File: src/rtl/mouse_pkg.sv
package mouse_pkg;
  localparam int PKT_BYTES = 3;
  localparam int IDX_W     = $clog2(PKT_BYTES);
  localparam int BYTE_W    = 8;
  localparam int DY_W      = BYTE_W + 1;

  typedef logic [IDX_W-1:0] idx_t;

  // raw {M,R,L} to output button code
  function automatic logic [2:0] remap_buttons(input logic [2:0] raw);
    logic [2:0] code;
    case (raw)
      3'd0: code = 3'd0;
      3'd1: code = 3'd1;
      3'd2: code = 3'd4;
      3'd3: code = 3'd5;
      3'd4: code = 3'd2;
      3'd5: code = 3'd3;
      3'd6: code = 3'd6;
      default: code = 3'd7;
    endcase
    return code;
  endfunction
endpackage

File: src/rtl/mouse_silence_timer.sv
module mouse_silence_timer #(
  parameter int TIMEOUT_CYCLES = 400_000_000
) (
  input  logic clk,
  input  logic rst,
  input  logic byte_seen,
  output logic expired
);
  localparam int CW = $clog2(TIMEOUT_CYCLES + 1);
  localparam logic [CW-1:0] LIMIT = CW'(TIMEOUT_CYCLES);

  logic [CW-1:0] idle_q;

  // counts idle cycles since the last byte, saturating at LIMIT
  always_ff @(posedge clk) begin
    if (rst || byte_seen)
      idle_q <= '0;
    else if (idle_q != LIMIT)
      idle_q <= idle_q + CW'(1);
  end

  assign expired = (idle_q == LIMIT);

  p_idle_bounded_r6: assert property (@(posedge clk) disable iff (rst)
    idle_q <= LIMIT);

  p_byte_clears_r6: assert property (@(posedge clk) disable iff (rst)
    byte_seen |=> !expired || (TIMEOUT_CYCLES == 0));
endmodule

File: src/rtl/mouse_byte_framer.sv
module mouse_byte_framer
  import mouse_pkg::*;
(
  input  logic              clk,
  input  logic              rst,
  input  logic              rx_valid,
  input  logic [BYTE_W-1:0] rx_byte,
  input  logic              expired,
  output logic              done,
  output logic [BYTE_W-1:0] status_b,
  output logic [BYTE_W-1:0] xdelta_b,
  output logic [BYTE_W-1:0] ydelta_b
);
  localparam idx_t LAST = idx_t'(PKT_BYTES - 1);

  idx_t              idx_q;
  idx_t              idx_eff;
  logic [BYTE_W-1:0] status_q, xdelta_q;

  // a long silence forces the arriving byte into position 0
  assign idx_eff = expired ? '0 : idx_q;

  always_ff @(posedge clk) begin
    if (rst) begin
      idx_q    <= '0;
      status_q <= '0;
      xdelta_q <= '0;
    end else if (rx_valid) begin
      if (idx_eff == '0)      status_q <= rx_byte;
      if (idx_eff == idx_t'(1)) xdelta_q <= rx_byte;
      idx_q <= (idx_eff == LAST) ? '0 : idx_eff + idx_t'(1);
    end else if (expired) begin
      idx_q <= '0;
    end
  end

  assign done     = rx_valid && (idx_eff == LAST);
  assign status_b = status_q;
  assign xdelta_b = xdelta_q;
  assign ydelta_b = rx_byte;

  p_idx_range_r2: assert property (@(posedge clk) disable iff (rst)
    idx_q <= LAST);

  p_silence_resets_r6: assert property (@(posedge clk) disable iff (rst)
    (expired && !rx_valid) |=> (idx_q == '0));

  p_done_returns_r2: assert property (@(posedge clk) disable iff (rst)
    done |=> (idx_q == '0));
endmodule

File: src/rtl/mouse_pkt_format.sv
module mouse_pkt_format
  import mouse_pkg::*;
(
  input  logic                     clk,
  input  logic                     rst,
  input  logic                     done,
  input  logic [BYTE_W-1:0]        status_b,
  input  logic [BYTE_W-1:0]        xdelta_b,
  input  logic [BYTE_W-1:0]        ydelta_b,
  output logic                     pkt_valid,
  output logic signed [BYTE_W-1:0] dx,
  output logic signed [DY_W-1:0]   dy,
  output logic [2:0]               buttons
);
  logic signed [DY_W-1:0] y_ext;

  assign y_ext = $signed({ydelta_b[BYTE_W-1], ydelta_b});

  always_ff @(posedge clk) begin
    if (rst) begin
      pkt_valid <= 1'b0;
      dx        <= '0;
      dy        <= '0;
      buttons   <= '0;
    end else begin
      pkt_valid <= done;
      if (done) begin
        dx      <= $signed(xdelta_b);
        dy      <= -y_ext;
        buttons <= remap_buttons(status_b[2:0]);
      end
    end
  end

  p_single_pulse_r2: assert property (@(posedge clk) disable iff (rst)
    pkt_valid |=> !pkt_valid);

  p_no_overflow_r5: assert property (@(posedge clk) disable iff (rst)
    pkt_valid |-> (dy <= 9'sd128) && (dy >= -9'sd127));

  p_hold_r7: assert property (@(posedge clk) disable iff (rst)
    !done |=> $stable({dx, dy, buttons}));
endmodule

File: src/rtl/mouse_pkt_decoder.sv
module mouse_pkt_decoder
  import mouse_pkg::*;
#(
  parameter int TIMEOUT_CYCLES = 400_000_000
) (
  input  logic              clk,
  input  logic              rst,
  input  logic              rx_valid,
  input  logic [7:0]        rx_byte,
  output logic              pkt_valid,
  output logic signed [7:0] dx,
  output logic signed [8:0] dy,
  output logic [2:0]        buttons
);
  logic              expired, done;
  logic [BYTE_W-1:0] status_b, xdelta_b, ydelta_b;

  mouse_silence_timer #(.TIMEOUT_CYCLES(TIMEOUT_CYCLES)) i_timer (
    .clk(clk), .rst(rst), .byte_seen(rx_valid), .expired(expired)
  );

  mouse_byte_framer i_framer (
    .clk(clk), .rst(rst), .rx_valid(rx_valid), .rx_byte(rx_byte),
    .expired(expired), .done(done), .status_b(status_b),
    .xdelta_b(xdelta_b), .ydelta_b(ydelta_b)
  );

  mouse_pkt_format i_format (
    .clk(clk), .rst(rst), .done(done), .status_b(status_b),
    .xdelta_b(xdelta_b), .ydelta_b(ydelta_b), .pkt_valid(pkt_valid),
    .dx(dx), .dy(dy), .buttons(buttons)
  );

  p_reset_state_r1: assert property (@(posedge clk)
    $past(rst) |-> !pkt_valid && dx == '0 && dy == '0 && buttons == '0);
endmodule

File: config.mk
export PLATFORM = sky130hd
export DESIGN_NAME = mouse_pkt_decoder
export DESIGN_NICKNAME = d
export VERILOG_FILES = /design/src/rtl/mouse_pkg.sv /design/src/rtl/mouse_silence_timer.sv /design/src/rtl/mouse_byte_framer.sv /design/src/rtl/mouse_pkt_format.sv /design/src/rtl/mouse_pkt_decoder.sv
export SDC_FILE = /design/constraint.sdc
export NUM_CORES = 1
export LEC_CHECK = 0
export BUFFER_PORTS_ARGS = -buffer_cell sky130_fd_sc_hd__buf_2
export CORE_UTILIZATION = 46
export DETAILED_ROUTE_END_ITERATION = 16
export PLACE_DENSITY = 0.67
export SLEW_MARGIN = 20
export SYNTH_ARGS = -nofsm -noshare
export SYNTH_HDL_FRONTEND = slang
export SYNTH_SLANG_ARGS = --single-unit
export TNS_END_PERCENT = 10
File: constraint.sdc
create_clock -name clk -period 1.8 [get_ports clk]
set_clock_uncertainty 0.2 [all_clocks]
set_input_delay 0.18 -clock clk [delete_from_list [all_inputs] [get_ports clk]]
set_output_delay 0.18 -clock clk [all_outputs]
set_load 0.01 [all_outputs]
### After elaboration in Yosys (flattened, before gate mapping)

Index checks and enable logic that the tools add are counted.

| storage, ports and cells | value |
|---|---|
| memories | 0 |
| register bits | 63 |
| latch bits | 0 |
| memory bits (writable) | 0 |
| memory bits (read-only) | 0 |
| input bits | 11 |

| operators by class | value |
|---|---|
| add/subtract/negate cells | 3 |
| shift operators | 0 |
| bitwise operators | 0 |
| magnitude comparators | 0 |
| div/mod/pow operators | 0 |
| multiplexer cells | 4 |
| reduce and logical (&&, ||, !) cells | 6 |
| $mul | 0 |
| equality and inequality tests | 10 |

Operators with widths:

| cell | number |
|---|---|
| 29-bit by 1-bit adder with 29-bit output, second input constant | 1 |
| 29-bit == test, second input constant | 1 |
| 29-bit inequality test, second input constant | 1 |
| 3-bit one-hot mux with 7 select lines | 1 |
| 3-bit == test, second input constant | 3 |
| 8-bit negator with 9-bit output | 1 |
| 3-bit by 2-bit == test with 1-bit output, second input constant | 2 |
| 2-bit two-way mux | 3 |
| 2-bit AND reduction | 2 |
| 3-bit by 1-bit == test with 1-bit output, second input constant | 1 |
| 3-bit zero test | 1 |
| 2-bit by 1-bit adder with 2-bit output, second input constant | 1 |
| 2-bit by 1-bit == test with 1-bit output, second input constant | 1 |
| 2-bit == test, second input constant | 1 |
| 2-bit zero test | 1 |
| 1-bit logical AND | 1 |
| 1-bit logical OR | 1 |

### Depth between registers and ports, before layout

Gate-level depths: netlist of run 1.

| depth | value |
|---|---|
| depth after elaboration | 5 |
| depth in mapped cells | 8 |
| mapped depth without buffers | 6 |

### Modules after synthesis

Synthesis of run 1 repeated with hierarchy kept, for this count alone.

| unflattened totals | value |
|---|---|
| cells, all modules | 348 |
| area total of the unflattened synthesis | 3,204.3 sq um |

Modules (own cells, without submodules):

| module | area an instance (sq um) | sequential area each (sq um) | cells an instance | instances |
|---|---|---|---|---|
| mouse_silence_timer | 1,511.4 | 580.6 | 174 | 1 |
| mouse_pkt_format | 875.8 | 420.4 | 93 | 1 |
| mouse_byte_framer | 817.0 | 360.3 | 81 | 1 |

### Worst setup path before layout of run 1

No wires, ideal clock.

| path | value |
|---|---|
| kind | flip-flop to flip-flop |
| from | register i_timer.idle_q[0] |
| to | register i_format.dx[0] |
| cell stages (with the launch flop) | 9 |
| arrival | 1,730 ps |
| setup slack | -201 ps |
| path buffers | 2 |
| path through | dfxtp_1 -> inv_1 -> ha_1 -> nor3b_1 -> and4_1 -> buf_2 -> a21oi_2 -> buf_6 -> mux2i_1 |

| between the ends | value |
|---|---|
| word-level cells in the longest chain between the ends | 4 |

Ends and longest elaborated chain:

| element | line | text |
|---|---|---|
| from (decl) | mouse_silence_timer.sv:12 | `logic [CW-1:0] idle_q;` |
| from (signal assigned) | mouse_silence_timer.sv:19 | `idle_q <= idle_q + CW'(1);` |
| 29-bit == test | mouse_silence_timer.sv:22 | `assign expired = (idle_q == LIMIT);` |
| 2-bit two-way mux | -- |  |
| 2-bit == test | mouse_byte_framer.sv:37 | `assign done = rx_valid && (idx_eff == LAST);` |
| 1-bit logical AND | mouse_byte_framer.sv:37 |  |
| to (signal assigned) | mouse_pkt_format.sv:28 | `dx <= $signed(xdelta_b);` |
| to (decl) | mouse_pkt_format.sv:11 | `output logic signed [BYTE_W-1:0] dx,` |

No other way between the ends.
A chain may end at the register's enable or synchronous reset.

### Worst setup path in the final report of run 1

| path | value |
|---|---|
| from | register i_timer.idle_q[0] |
| to | register i_timer.idle_q[21] |

| between the ends | value |
|---|---|
| word-level cells in the longest chain between the ends | 1 |

Ends and longest elaborated chain:

| element | line |
|---|---|
| 29-bit by 1-bit adder with 29-bit output / 29-bit inequality test (equally long branches) | mouse_silence_timer.sv:19, mouse_silence_timer.sv:18 |

Parallel ways exist; a longest one is shown, timed or not.

==> metrics.json, run 1 <==
{
  "clock_network": {
    "clk-insertion-delay-late_ns": 0.36,
    "cts_inserted_buffers": 9,
    "worst_setup_hold_path_clk_slew_ns": 0.08,
    "h_tree_depth": 3,
    "tritoncts": "done",
    "clk_root_buffer_cell": "clkbuf_8",
    "clock_sink_count": 63,
    "cts.path.max_buffers": 2
  },
  "logic_synthesis": {
    "post_synthesis_sequential_element_count": 63,
    "most_used_flip_flop_cell_after_synthesis": "dfxtp_1",
    "synthesis.yosys.warnings": 0,
    "synth_top_cell_area_share_pct": 40.0,
    "synth_top_family_by_area": "simple AND/OR/NAND/NOR gates",
    "yosys.area_share.adder_pct": 1.19,
    "area_fraction_in_compound_gates_after_synthesis_pct": 11.2,
    "synth_top_area_cell": "dfxtp_1",
    "synthTopCellsByCount": "dfxtp_1 (63), nand2_1 (60), mux2i_1 (29)",
    "synth_sequential_area_ratio_pct": 40.0,
    "synth_top_cells_by_area": "dfxtp_1 (40%), mux2i_1 (9.2%), nand2_1 (7.1%)",
    "combined_area_of_all_synthesized_cells_mm2": 0.00315,
    "synth.lib_cells_used.distinct": 54,
    "post-synth-top-count-cell": "dfxtp_1",
    "synth_cells": 358,
    "share_of_synthesized_area_spent_on_multiplexers_pct": 9.21,
    "synth_simple_gate_area_share_pct": 29.9,
    "asyncSetResetFlopFracSynth_pct": 0,
    "synth-edff-count": 0,
    "post_synth_xor_area_fraction_pct": 3.33,
    "avgSynthCellArea_um2": 8.80,
    "synthesis.nets": 372
  },
  "hold_path": {
    "hold_path.startpoint": "rx_byte[1]",
    "hold-path-endpoint": "i_framer.xdelta_b[1]$_SDFFE_PP0P_",
    "timing.hold.worst_path_depth": 4,
    "holdCritPathClass": "in -> reg"
  },
  "sta": {
    "setup_violations": 0,
    "period_minus_slack_ns": 1.79,
    "timing.slew.headroom_pct": 72.1,
    "hold_viol": 0,
    "worst-slew-pin-transition_ns": 0.415,
    "min_period_over_period_pct": 99.3,
    "setup_repair_after_global_routing_missed_its_margin": "true",
    "final-max-slew-violation-count": 0,
    "worst_slack_ns": 0.0124,
    "fmax_mhz": 559
  },
  "power": {
    "ir_drop_worst_vdd_v": 0.000332,
    "power.share.sequential_pct": 50.7,
    "share_comb_of_total_power_pct": 8.3,
    "switching_share_pct": 27.7,
    "net-switching-power_mw": 0.776,
    "fin_total_pwr_mw": 2.80,
    "share_clk_of_total_power_pct": 41.0,
    "power-per-cell-area_mw_per_mm2": 653,
    "intPower_mw": 2.03,
    "leakage_nw": 1.73
  },
  "worst_setup_path": {
    "reg2regPathDepth": 5,
    "rrSetupSlack_ns": 0.01,
    "critPathCaptureType": "flip-flop",
    "crit_fanout": 7,
    "regToRegStartpoint": "i_timer.idle_q[0]$_SDFFE_PP0N_",
    "setup.worst_path.start_class": "flip-flop",
    "worstPathRequired_ns": 1.89,
    "crit_path_kind": "reg -> reg",
    "worst-endpoint-arrival_ns": 1.88,
    "rr_endpoint": "i_timer.idle_q[21]$_SDFFE_PP0N_"
  },
  "finish": {
    "design_area_mm2": 0.00429,
    "layout_cells_sized_above_1_pct": 37.7,
    "layout.cells.non_filler": 541,
    "layout.area.seq_mm2": 0.00130,
    "final_nets": 473,
    "synth_to_final_area_change_pct": 36.2,
    "multiInputGateArea_mm2": 0.00187,
    "fillerInstances": 525,
    "antenna_cells": 0
  },
  "floorplanning": {
    "dieWidth_um": 84.8,
    "die_area_mm2": 0.00719,
    "initial_utilization_pct": 48.5,
    "num_rows": 29,
    "floorplan.io_pins": 32,
    "core_mm2": 0.00649,
    "die_height_um": 84.8
  },
  "global_routing": {
    "all_layer_global_routing_usage_pct": 23.7,
    "grt_pass1_vias": 2787,
    "grt_overflow_total": 0,
    "wire_length_of_the_first_global_routing_pass_um": 13300,
    "grt_start_max_net_pins": 51,
    "antenna_violations_before_repair": 0
  },
  "route": {
    "route.detailed.drc": 2,
    "number_of_routed_nets_with_antenna_violations": 0,
    "first_iter_violations": 198,
    "wirelength_per_cell_um": 15.1,
    "routed_via_density": 5.53,
    "drt_pre_antenna_iters": 13,
    "wirelength_um": 8140,
    "vias": 2993
  },
  "place": {
    "gp_routability_congestion": 0.910,
    "dpl.hpwl_um": 5720,
    "numPlacedInstances": 514,
    "placed_cell_area_mm2": 0.00386,
    "portBuffers": 31,
    "pre_cts_slack_ns": -0.150
  },
  "status": {
    "violated_checks": "DRC",
    "run_status": "finished, violations left"
  },
  "run": {
    "cap_viol_max_count": 0
  }
}
flip-flops by register name (all words and copies together), names as in the netlist:
| name | flops |
|---|---|
| i_format.buttons | 3 |
| i_format.dx | 8 |
| i_format.dy | 9 |
| i_format.pkt_valid | 1 |
| i_framer.idx_q | 2 |
| i_framer.status_b | 3 |
| i_framer.xdelta_b | 8 |
| i_timer.idle_q | 29 |
repair_timing:
action | CTS | global route
gates resized for setup | 8 | 37
endpoints found under the hold margin | 10 | 0
cloned | 0 | 0
setup buffers | 2 | 2
hold buffers | 7 | 0
setup endpoints to repair | 37 | 45
pin swaps | 2 | 7
layout make-up:
cell class	count	area share [%]
Clock buffer	9	2.88
Clock inverter	7	1.22
Inverter	9	0.845
Multi-Input combinational cell	266	43.4
Sequential cell	63	30.2
Tap cell	77	2.24
Timing Repair Buffer	110	19.2
worst max-delay path by stage:
stage	startpoint	end	slack, ns
floorplan	i_timer.idle_q[4]$_SDFFE_PP0N_	i_timer.idle_q[27]$_SDFFE_PP0N_	-0.01
global placement	i_timer.idle_q[0]$_SDFFE_PP0N_	i_framer.xdelta_b[5]$_SDFFE_PP0P_	-0.09
detailed placement	i_timer.idle_q[0]$_SDFFE_PP0N_	i_framer.xdelta_b[6]$_SDFFE_PP0P_	-0.15
CTS	i_timer.idle_q[5]$_SDFFE_PP0N_	i_timer.idle_q[21]$_SDFFE_PP0N_	-0.03
global route	i_timer.idle_q[12]$_SDFFE_PP0N_	i_timer.idle_q[18]$_SDFFE_PP0N_	-0.06
finish	i_timer.idle_q[0]$_SDFFE_PP0N_	i_timer.idle_q[21]$_SDFFE_PP0N_	0.01
per-stage QoR:
stage	utilization, %	hold WS, ns	setup TNS [ns]
finish	66.1	0.0495	0
global route	66.1	0.0524	-0.525
CTS	64.0	0.0384	-0.178
detailed placement	59.4	0.245	-3.22
global placement	59.4	0.240	-1.87
floorplan	-	0.122	-0.0119
power by group through the flow:
stage,registers [mW],logic [mW],clock network [mW]
floorplan,1.46,0.122,0
global placement,1.46,0.197,0
detailed placement,1.46,0.201,0
CTS,1.43,0.223,1.16
global route,1.42,0.253,1.24
finish,1.42,0.232,1.15
cells in the final DEF, fill, tap and decap left out, drive strengths merged, types with 12 or more instances in the layout:
cell type | synthesis | routed
a21oi | 18 | 18
buf | 11 | 103
dfxtp | 63 | 63
inv | 8 | 12
mux2i | 29 | 29
nand2 | 62 | 62
nand3 | 17 | 17
nand4 | 16 | 16
nor2 | 18 | 18
o31ai | 12 | 12
worst max-delay path, stage by stage (launching register included):
cell and delay (ns):
dfxtp_4 0.36, buf_4 0.16, and3_2 0.23, nand3_4 0.12
or4_4 0.50, a21oi_2 0.15
kinds of logic after synthesis:
family	after synthesis
multiplexers	29
adder cells (fa/ha/maj)	3
buffers and inverters	29
flip-flops	63
XOR/XNOR	12
AND/OR/NAND/NOR	170
AO/OA/AOI/OAI	52
routing by layer:
layer | part of all wire [%] | vias up | global-route usage, %
met1 | 49 | 1410 | 33.5
li1 | - | 1508 | -
met4 | 1.6 | 0 | 7.70
met5 | 0 | - | 0
met3 | 4.6 | 15 | 5.60
met2 | 45 | 60 | 35.6
No activity file was read; power rests on OpenSTA's default activity.
==> run 2: changes to the inputs <==
--- a/config.mk
+++ b/config.mk
@@ -12,5 +12,6 @@
 export SLEW_MARGIN = 20
 export SYNTH_ARGS = -nofsm -noshare
 export SYNTH_HDL_FRONTEND = slang
+export SYNTH_HIERARCHICAL = 1
 export SYNTH_SLANG_ARGS = --single-unit
 export TNS_END_PERCENT = 10
==> run 2 against run 1 <==
  * The run ends with setup timing left
  * Combinational power is 12% lower
  * Count of clock-buffer cells in the layout grew 1
  * Hold slack improved by 0.0011 ns
  * Final area is 6.7% lower
  * Register-to-register slack worse by 0.50 ns
  * Critical path depth increased by 4
  * First-iteration DRC count is 69% lower
  * Setup slack worse by 0.50 ns
  * Utilization down 2.7 points
  * Synthesized cell count down 8.4%
  * Sequential share of layout area is 1.5 points higher
  * Total power shrank 0.94%
==> metrics.json, run 2 <==
{
  "status": {
    "run_status": "finished, violations left",
    "violated_checks": "setup timing"
  },
  "worst_setup_path": {
    "setup.worst_path.start_class": "flip-flop",
    "crit_start": "i_timer/idle_q[1]$_SDFFE_PP0P_",
    "worst-endpoint-arrival": {"value": 2.35, "unit": "ns", "change": "+0.47 ns"},
    "critPathCaptureType": "flip-flop",
    "crit_fanout": {"value": 5, "change": "-2"},
    "worstPathRequired": {"value": 1.87, "unit": "ns", "change": "-0.02 ns"},
    "regToRegStartpoint": "i_timer/idle_q[1]$_SDFFE_PP0P_",
    "crit_path_kind": "reg -> reg"
  },
  "route": {
    "number_of_routed_nets_with_antenna_violations": {"value": 0, "change": "unchanged"},
    "vias": {"value": 2680, "change": "-10%"},
    "met2_length": {"value": 3270, "unit": "um", "change": "-10%"},
    "highest-signal-layer": "met4",
    "wirelength": {"value": 6920, "unit": "um", "change": "-15%"},
    "routed_via_density": {"value": 5.46, "change": "-1.3%"},
    "drt_pre_antenna_iters": {"value": 4, "change": "-9"},
    "met3_wirelength": {"value": 277, "unit": "um", "change": "-26%"},
    "wirelength_per_cell": {"value": 14.1, "unit": "um", "change": "-6.4%"},
    "route.detailed.drc": {"value": 0, "change": "-2"},
    "met1_length": {"value": 3160, "unit": "um", "change": "-21%"},
    "first_iter_violations": {"value": 62, "change": "-69%"}
  },
  "sta": {
    "setup_violations": {"value": 50, "change": "+50"},
    "worst-slew-pin-transition": {"value": 0.522, "unit": "ns", "change": "+0.107 ns"},
    "timing.hold.ws": {"value": 0.0506, "unit": "ns", "change": "+0.00111 ns"},
    "final-max-slew-violation-count": {"value": 0, "change": "unchanged"},
    "hold_viol": {"value": 0, "change": "unchanged"},
    "min_period_over_period": {"value": 127, "unit": "%", "change": "+28 points"},
    "worst_slack": {"value": -0.483, "unit": "ns", "change": "-0.495 ns"},
    "fmax": {"value": 438, "unit": "MHz", "change": "-22%"},
    "setup_repair_after_global_routing_missed_its_margin": "true",
    "timing.slew.headroom": {"value": 65.2, "unit": "%", "change": "-6.9 points"},
    "period_minus_slack": {"value": 2.28, "unit": "ns", "change": "+0.495 ns"}
  },
  "finish": {
    "synth_to_final_area_change_pct": 33.9,
    "layout.cells.non_filler": {"value": 491, "change": "-9.2%"},
    "largest_register_ffs": {"value": 29, "change": "unchanged"},
    "fillerInstances": {"value": 526, "change": "+0.19%"},
    "reg_top3": "i_timer/idle_q: 29 flops, i_format/dy: 9 flops",
    "layout_cells_sized_above_1": {"value": 37.4, "unit": "%", "change": "-0.28 points"},
    "register_with_the_most_flip_flops": "i_timer/idle_q",
    "layout_commonest_cell": "dfxtp_1",
    "mostFrequentLayoutCells": "dfxtp_1 (55), buf_4 (49), nor2_1 (38), buf_2 (31), mux2i_1 (29)",
    "final_nets": {"value": 423, "change": "-11%"},
    "antenna_cells": {"value": 0, "change": "unchanged"}
  },
  "global_routing": {
    "antenna_violations_before_repair": {"value": 0, "change": "unchanged"},
    "grt_pass1_vias": {"value": 2638, "change": "-5.3%"},
    "grt_start_max_net_pins": {"value": 29, "change": "-43%"},
    "grt_overflow_total": {"value": 0, "change": "unchanged"},
    "all_layer_global_routing_usage": {"value": 21.9, "unit": "%", "change": "-1.8 points"},
    "wire_length_of_the_first_global_routing_pass": {"value": 11200, "unit": "um", "change": "-16%"}
  },
  "clock_network": {
    "clock_sink_count": {"value": 63, "change": "unchanged"},
    "h_tree_depth": {"value": 3, "change": "unchanged"},
    "clk-insertion-delay-late": {"value": 0.35, "unit": "ns", "change": "about the same"},
    "tritoncts": "done",
    "clk_root_buffer_cell": "clkbuf_8",
    "worst_setup_hold_path_clk_slew": {"value": 0.08, "unit": "ns", "change": "about the same"},
    "cts_inserted_buffers": {"value": 9, "change": "unchanged"},
    "cts.path.max_buffers": {"value": 2, "change": "unchanged"}
  },
  "power": {
    "leakage": {"value": 1.61, "unit": "nW", "change": "-7.0%"},
    "ir_drop_worst_vdd": {"value": 0.000590, "unit": "V", "change": "+78%"},
    "power-per-cell-area": {"value": 693, "unit": "mW/mm2", "change": "+6.2%"}
  },
  "place": {
    "numPlacedInstances": {"value": 464, "change": "-9.7%"},
    "pre_cts_slack": {"value": -0.570, "unit": "ns", "change": "-0.421 ns"},
    "dpl.hpwl": {"value": 4660, "unit": "um", "change": "-19%"},
    "portBuffers": {"value": 31, "change": "unchanged"},
    "gp_routability_congestion": {"value": 0.801, "change": "-12%"}
  },
  "hold_path": {
    "hold_path.startpoint": "rx_byte[2]",
    "holdCritPathClass": "in -> reg"
  },
  "floorplanning": {
    "dieWidth": {"value": 82.6, "unit": "um", "change": "-2.5%"},
    "initial_utilization": {"value": 47.4, "unit": "%", "change": "-1.1 points"},
    "die_height": {"value": 82.6, "unit": "um", "change": "-2.5%"},
    "die_area": {"value": 0.00683, "unit": "mm2", "change": "-5.0%"},
    "num_rows": {"value": 29, "change": "unchanged"},
    "core": {"value": 0.00631, "unit": "mm2", "change": "-2.8%"},
    "floorplan.io_pins": {"value": 32, "change": "unchanged"}
  },
  "run": {
    "cap_viol_max_count": {"value": 0, "change": "unchanged"}
  },
  "logic_synthesis": {
    "avgSynthCellArea": {"value": 9.12, "unit": "um2", "change": "+3.6%"},
    "synth_cells": {"value": 328, "change": "-8.4%"},
    "combined_area_of_all_synthesized_cells": {"value": 0.00299, "unit": "mm2", "change": "-5.1%"},
    "synthesis.yosys.warnings": {"value": 6, "change": "+6"},
    "synthesis.nets": {"value": 342, "change": "-8.1%"}
  }
}
-- run 2: worst max-delay path, stage by stage (launching register included) --
cell	delay [ns]
dfxtp_2	0.34
inv_2	0.05
ha_4	0.15
nor4b_4	0.13
and3_4	0.16
and2_4	0.14
and4bb_4	0.39
nand2_1	0.06
or4_1	0.49
o311ai_2	0.10
-- run 2: final cells by class --
| class | instances | area (um2) | share of cell area [%] |
|---|---|---|---|
| Multi-Input combinational cell | 226 | 1690 | 42.2 |
| Sequential cell | 63 | 1270 | 31.7 |
| Timing Repair Buffer | 97 | 721 | 18.0 |
| Clock buffer | 10 | 138 | 3.44 |
| Tap cell | 77 | 96.3 | 2.40 |
| Clock inverter | 6 | 45.0 | 1.12 |
| Inverter | 12 | 45.0 | 1.12 |
-- run 2: path summary, 6_finish.rpt --
kind                                                     endpoint  slack (ns)  cells past startpoint
worst max register to register        i_format/dy[5]$_SDFFE_PP0P_       -0.48                      9
worst min register to register  i_framer/status_b[1]$_SDFFE_PP0P_        0.28                      2
worst min-delay path            i_framer/xdelta_b[2]$_SDFFE_PP0P_        0.05                      4
worst max-delay path                  i_format/dy[5]$_SDFFE_PP0P_       -0.48                      9
-- run 2: power breakdown --
part	leakage [nW]	total, mW	internal (mW)	switching, mW
clock network	0.0966	1.14	0.543	0.599
registers	0.513	1.43	1.41	0.0139
logic	0.997	0.205	0.0992	0.106
total	1.61	2.78	2.06	0.719
-- run 2: timing repair --
item / 4_1_cts / 5_1_grt
endpoints found under the hold margin: 13 / 0
setup buffers: 1 / 0
hold buffers: 9 / 0
pin swaps: 20 / 4
endpoints found under the setup margin: 48 / 52
gates cloned: 1 / 0
gates resized for setup: 43 / 8
-- run 2: per-stage QoR --
| stage | setup TNS, ns | area, um2 | total power, mW | util (%) |
|---|---|---|---|---|
| after floorplan | -19.77 | 3030 | 1.58 | - |
| after global placement | -14.92 | 3520 | 1.62 | 55.8 |
| after detailed placement | -16.25 | 3520 | 1.63 | 55.8 |
| after CTS | -14.72 | 3970 | 2.80 | 62.9 |
| after global routing | -18.92 | 4010 | 2.87 | 63.5 |
| final | -14.37 | 4010 | 2.78 | 63.5 |
-- run 2: routing by layer --
metal  vias up  GRT usage [%]
met1      1266           24.2
li1       1343              -
met5         -              0
met4         0           13.6
met3        19           4.95
met2        52           37.6
==> run 3: changes to the inputs <==
--- a/config.mk
+++ b/config.mk
@@ -6,9 +6,9 @@
 export NUM_CORES = 1
 export LEC_CHECK = 0
 export BUFFER_PORTS_ARGS = -buffer_cell sky130_fd_sc_hd__buf_2
-export CORE_UTILIZATION = 46
+export CORE_UTILIZATION = 59
 export DETAILED_ROUTE_END_ITERATION = 16
-export PLACE_DENSITY = 0.67
+export PLACE_DENSITY = 0.8
 export SLEW_MARGIN = 20
 export SYNTH_ARGS = -nofsm -noshare
 export SYNTH_HDL_FRONTEND = slang
==> constraint.sdc (replaced) <==
create_clock -name clk -period 2.19 [get_ports clk]
set_clock_uncertainty 0.2 [all_clocks]
set_input_delay 0.3285 -clock clk [delete_from_list [all_inputs] [get_ports clk]]
set_output_delay 0.3285 -clock clk [all_outputs]
set_load 0.01 [all_outputs]
==> run 3 against run 2 <==
  * The flow still finishes with violations (setup timing)
  * Non-clock buffer count fell by 24
  * Sequential power fell by 18%
  * Die area fell by 22%
  * Flip-flop and latch count did not move
  * Register-to-register slack improved by 0.38 ns
  * Highest routed layer unchanged
  * Utilization rose by 12 points
  * Sequential share of layout area rose by 3.2 points
==> metrics.json, run 3 (same netlist as run 2, synthesis figures left out) <==
{
  "sta": {
    "timing.slew.headroom": {"value": 67.7, "unit": "%", "change": "+2.5 points"},
    "setup_repair_after_global_routing_missed_its_margin": "true",
    "hold_viol": {"value": 0, "change": "unchanged"},
    "setup_violations": {"value": 22, "change": "-56%"},
    "timing.hold.ws": {"value": 0.0649, "unit": "ns", "change": "+0.0142 ns"},
    "fin_setup_tns": {"value": -1.16, "unit": "ns", "change": "+13.21 ns"},
    "worst_slack": {"value": -0.102, "unit": "ns", "change": "+0.380 ns"},
    "min_period_over_period": {"value": 105, "unit": "%", "change": "-22 points"},
    "fmax": {"value": 436, "unit": "MHz", "change": "-0.42%"},
    "final-max-slew-violation-count": {"value": 0, "change": "unchanged"},
    "worst-slew-pin-transition": {"value": 0.483, "unit": "ns", "change": "-0.0390 ns"},
    "period_minus_slack": {"value": 2.29, "unit": "ns", "change": "+0.00966 ns"}
  },
  "route": {
    "vias": {"value": 2600, "change": "-3.0%"},
    "wirelength": {"value": 6540, "unit": "um", "change": "-5.5%"},
    "first_iter_violations": {"value": 182, "change": "+190%"},
    "route.detailed.drc": {"value": 0, "change": "unchanged"},
    "drt_pre_antenna_iters": {"value": 6, "change": "+2"},
    "routed_via_density": {"value": 5.70, "change": "+4.5%"},
    "number_of_routed_nets_with_antenna_violations": {"value": 0, "change": "unchanged"},
    "wirelength_per_cell": {"value": 14.3, "unit": "um", "change": "+1.7%"}
  },
  "clock_network": {
    "clk_root_buffer_cell": "clkbuf_8",
    "h_tree_depth": {"value": 3, "change": "unchanged"},
    "cts_inserted_buffers": {"value": 9, "change": "unchanged"},
    "clk-insertion-delay-late": {"value": 0.34, "unit": "ns", "change": "about the same"},
    "worst_setup_hold_path_clk_slew": {"value": 0.07, "unit": "ns", "change": "about the same"},
    "clock_sink_count": {"value": 63, "change": "unchanged"},
    "cts.path.max_buffers": {"value": 2, "change": "unchanged"},
    "tritoncts": "done"
  },
  "worst_setup_path": {
    "crit_fanout": {"value": 5, "change": "unchanged"},
    "worstPathRequired": {"value": 2.23, "unit": "ns", "change": "+0.36 ns"},
    "crit_path_kind": "reg -> reg",
    "worst_path_most_repeated_cell": "buf_6",
    "setup.worst_path.start_class": "flip-flop",
    "timing.critical_path.cells": "or4b_4, nor4_4, and2_4, buf_6, and4bb_1, buf_6, mux2i_2, nor2_1",
    "critical_path.slowest_cell": "or4b_4",
    "max_stage_delay": {"value": 0.54, "unit": "ns", "change": "+0.05 ns"},
    "worst-endpoint-arrival": {"value": 2.33, "unit": "ns", "change": "-0.02 ns"},
    "critPathCaptureType": "flip-flop"
  },
  "status": {
    "run_status": "finished, violations left",
    "violated_checks": "setup timing"
  },
  "place": {
    "placed_cell_area": {"value": 0.00338, "unit": "mm2", "change": "-3.9%"},
    "portBuffers": {"value": 31, "change": "unchanged"},
    "dpl.hpwl": {"value": 4520, "unit": "um", "change": "-2.9%"},
    "numPlacedInstances": {"value": 439, "change": "-5.4%"},
    "gp_routability_congestion": {"value": 0.890, "change": "+11%"},
    "pre_cts_slack": {"value": -0.187, "unit": "ns", "change": "+0.383 ns"}
  },
  "floorplanning": {
    "floorplan.io_pins": {"value": 32, "change": "unchanged"},
    "dieWidth": {"value": 73.2, "unit": "um", "change": "-11%"},
    "num_rows": {"value": 25, "change": "-14%"},
    "die_area": {"value": 0.00536, "unit": "mm2", "change": "-22%"},
    "initial_utilization": {"value": 62.5, "unit": "%", "change": "+15 points"},
    "die_height": {"value": 73.2, "unit": "um", "change": "-11%"},
    "core": {"value": 0.00479, "unit": "mm2", "change": "-24%"}
  },
  "global_routing": {
    "wire_length_of_the_first_global_routing_pass": {"value": 10700, "unit": "um", "change": "-4.1%"},
    "grt_overflow_total": {"value": 0, "change": "unchanged"},
    "all_layer_global_routing_usage": {"value": 26.5, "unit": "%", "change": "+4.7 points"},
    "grt_start_max_net_pins": {"value": 26, "change": "-10%"},
    "antenna_violations_before_repair": {"value": 0, "change": "unchanged"},
    "grt_pass1_vias": {"value": 2338, "change": "-11%"}
  },
  "power": {
    "intPower": {"value": 1.74, "unit": "mW", "change": "-15%"},
    "switching_share": {"value": 23.5, "unit": "%", "change": "-2.3 points"},
    "power.share.sequential": {"value": 51.4, "unit": "%", "change": "about the same"},
    "net-switching-power": {"value": 0.537, "unit": "mW", "change": "-25%"},
    "leakage": {"value": 1.44, "unit": "nW", "change": "-11%"},
    "ir_drop_worst_vdd": {"value": 0.000515, "unit": "V", "change": "-13%"},
    "fin_total_pwr": {"value": 2.28, "unit": "mW", "change": "-18%"},
    "share_comb_of_total_power": {"value": 6.0, "unit": "%", "change": "-1.4 points"},
    "share_clk_of_total_power": {"value": 42.6, "unit": "%", "change": "+1.4 points"},
    "power-per-cell-area": {"value": 629, "unit": "mW/mm2", "change": "-9.2%"}
  },
  "finish": {
    "design_area": {"value": 0.00363, "unit": "mm2", "change": "-9.5%"},
    "mostFrequentLayoutCells": "dfxtp_1 (59), buf_4 (39), nor2_1 (38), buf_2 (31), mux2i_1 (28)",
    "final_nets": {"value": 398, "change": "-5.9%"},
    "layout.cells.non_filler": {"value": 456, "change": "-7.1%"},
    "reg_top3": "i_timer/idle_q: 29 flops, i_format/dy: 9 flops",
    "antenna_cells": {"value": 0, "change": "unchanged"},
    "layout_cells_sized_above_1": {"value": 28.8, "unit": "%", "change": "-8.6 points"},
    "layout_commonest_cell": "dfxtp_1",
    "largest_register_ffs": {"value": 29, "change": "unchanged"},
    "synth_to_final_area_change_pct": 21.2,
    "final_core_util": {"value": 75.8, "unit": "%", "change": "+12 points"},
    "register_with_the_most_flip_flops": "i_timer/idle_q"
  },
  "hold_path": {
    "holdCritPathClass": "in -> reg"
  },
  "run": {
    "cap_viol_max_count": {"value": 0, "change": "unchanged"}
  }
}
run 3: path summary, 6_finish.rpt:
check                                 endpoint  cells past startpoint  slack, ns                           start
max          i_framer/xdelta_b[1]$_SDFFE_PP0P_                      8      -0.10  i_timer/idle_q[2]$_SDFFE_PP0P_
min                i_format/dy[8]$_SDFFE_PP0P_                      2       0.06                      rx_byte[7]
max reg2reg  i_framer/xdelta_b[1]$_SDFFE_PP0P_                      8      -0.10  i_timer/idle_q[2]$_SDFFE_PP0P_
min reg2reg        i_format/dy[3]$_SDFFE_PP0P_                      2       0.27     i_format/dy[3]$_SDFFE_PP0P_
run 3: worst max-delay path: cells and delay by family, from the launching register on:
family        cells  cell delay (ns)
buf+inv           2             0.24
flops             1             0.32
mux               1             0.18
simple gates      5             1.25
run 3: repair_timing:
item | 4_1_cts | 5_1_grt
hold buffers | 0 | 0
setup buffers | 0 | 1
gates cloned | 0 | 0
pin swaps | 2 | 0
endpoints found under the setup margin | 29 | 36
resized for setup | 5 | 9
run 3: power by group through the flow:
| stage | Sequential (mW) | Combinational (mW) | Clock, mW |
|---|---|---|---|
| 4_1_cts | 1.17 | 0.134 | 0.986 |
| 3_5_place_dp | 1.20 | 0.131 | 0 |
| 6_report | 1.17 | 0.137 | 0.971 |
| 2_1_floorplan | 1.20 | 0.0992 | 0 |
| 5_1_grt | 1.17 | 0.152 | 1.03 |
| 3_3_place_gp | 1.20 | 0.129 | 0 |
run 3: final cells by class:
| cell class | count | area [um2] |
|---|---|---|
| Clock inverter | 6 | 61.3 |
| Inverter | 12 | 45.0 |
| Multi-Input combinational cell | 225 | 1560 |
| Clock buffer | 10 | 128 |
| Tap cell | 67 | 83.8 |
| Fill cell | 339 | 1160 |
| Sequential cell | 63 | 1270 |
| Timing Repair Buffer | 73 | 482 |
run 3: per-layer routing:
layer  GRT usage (%)  wire length [um]
met1            36.4              3130
met2            40.0              2990
met3            4.28               314
met4            13.9               107
met5               0                 0
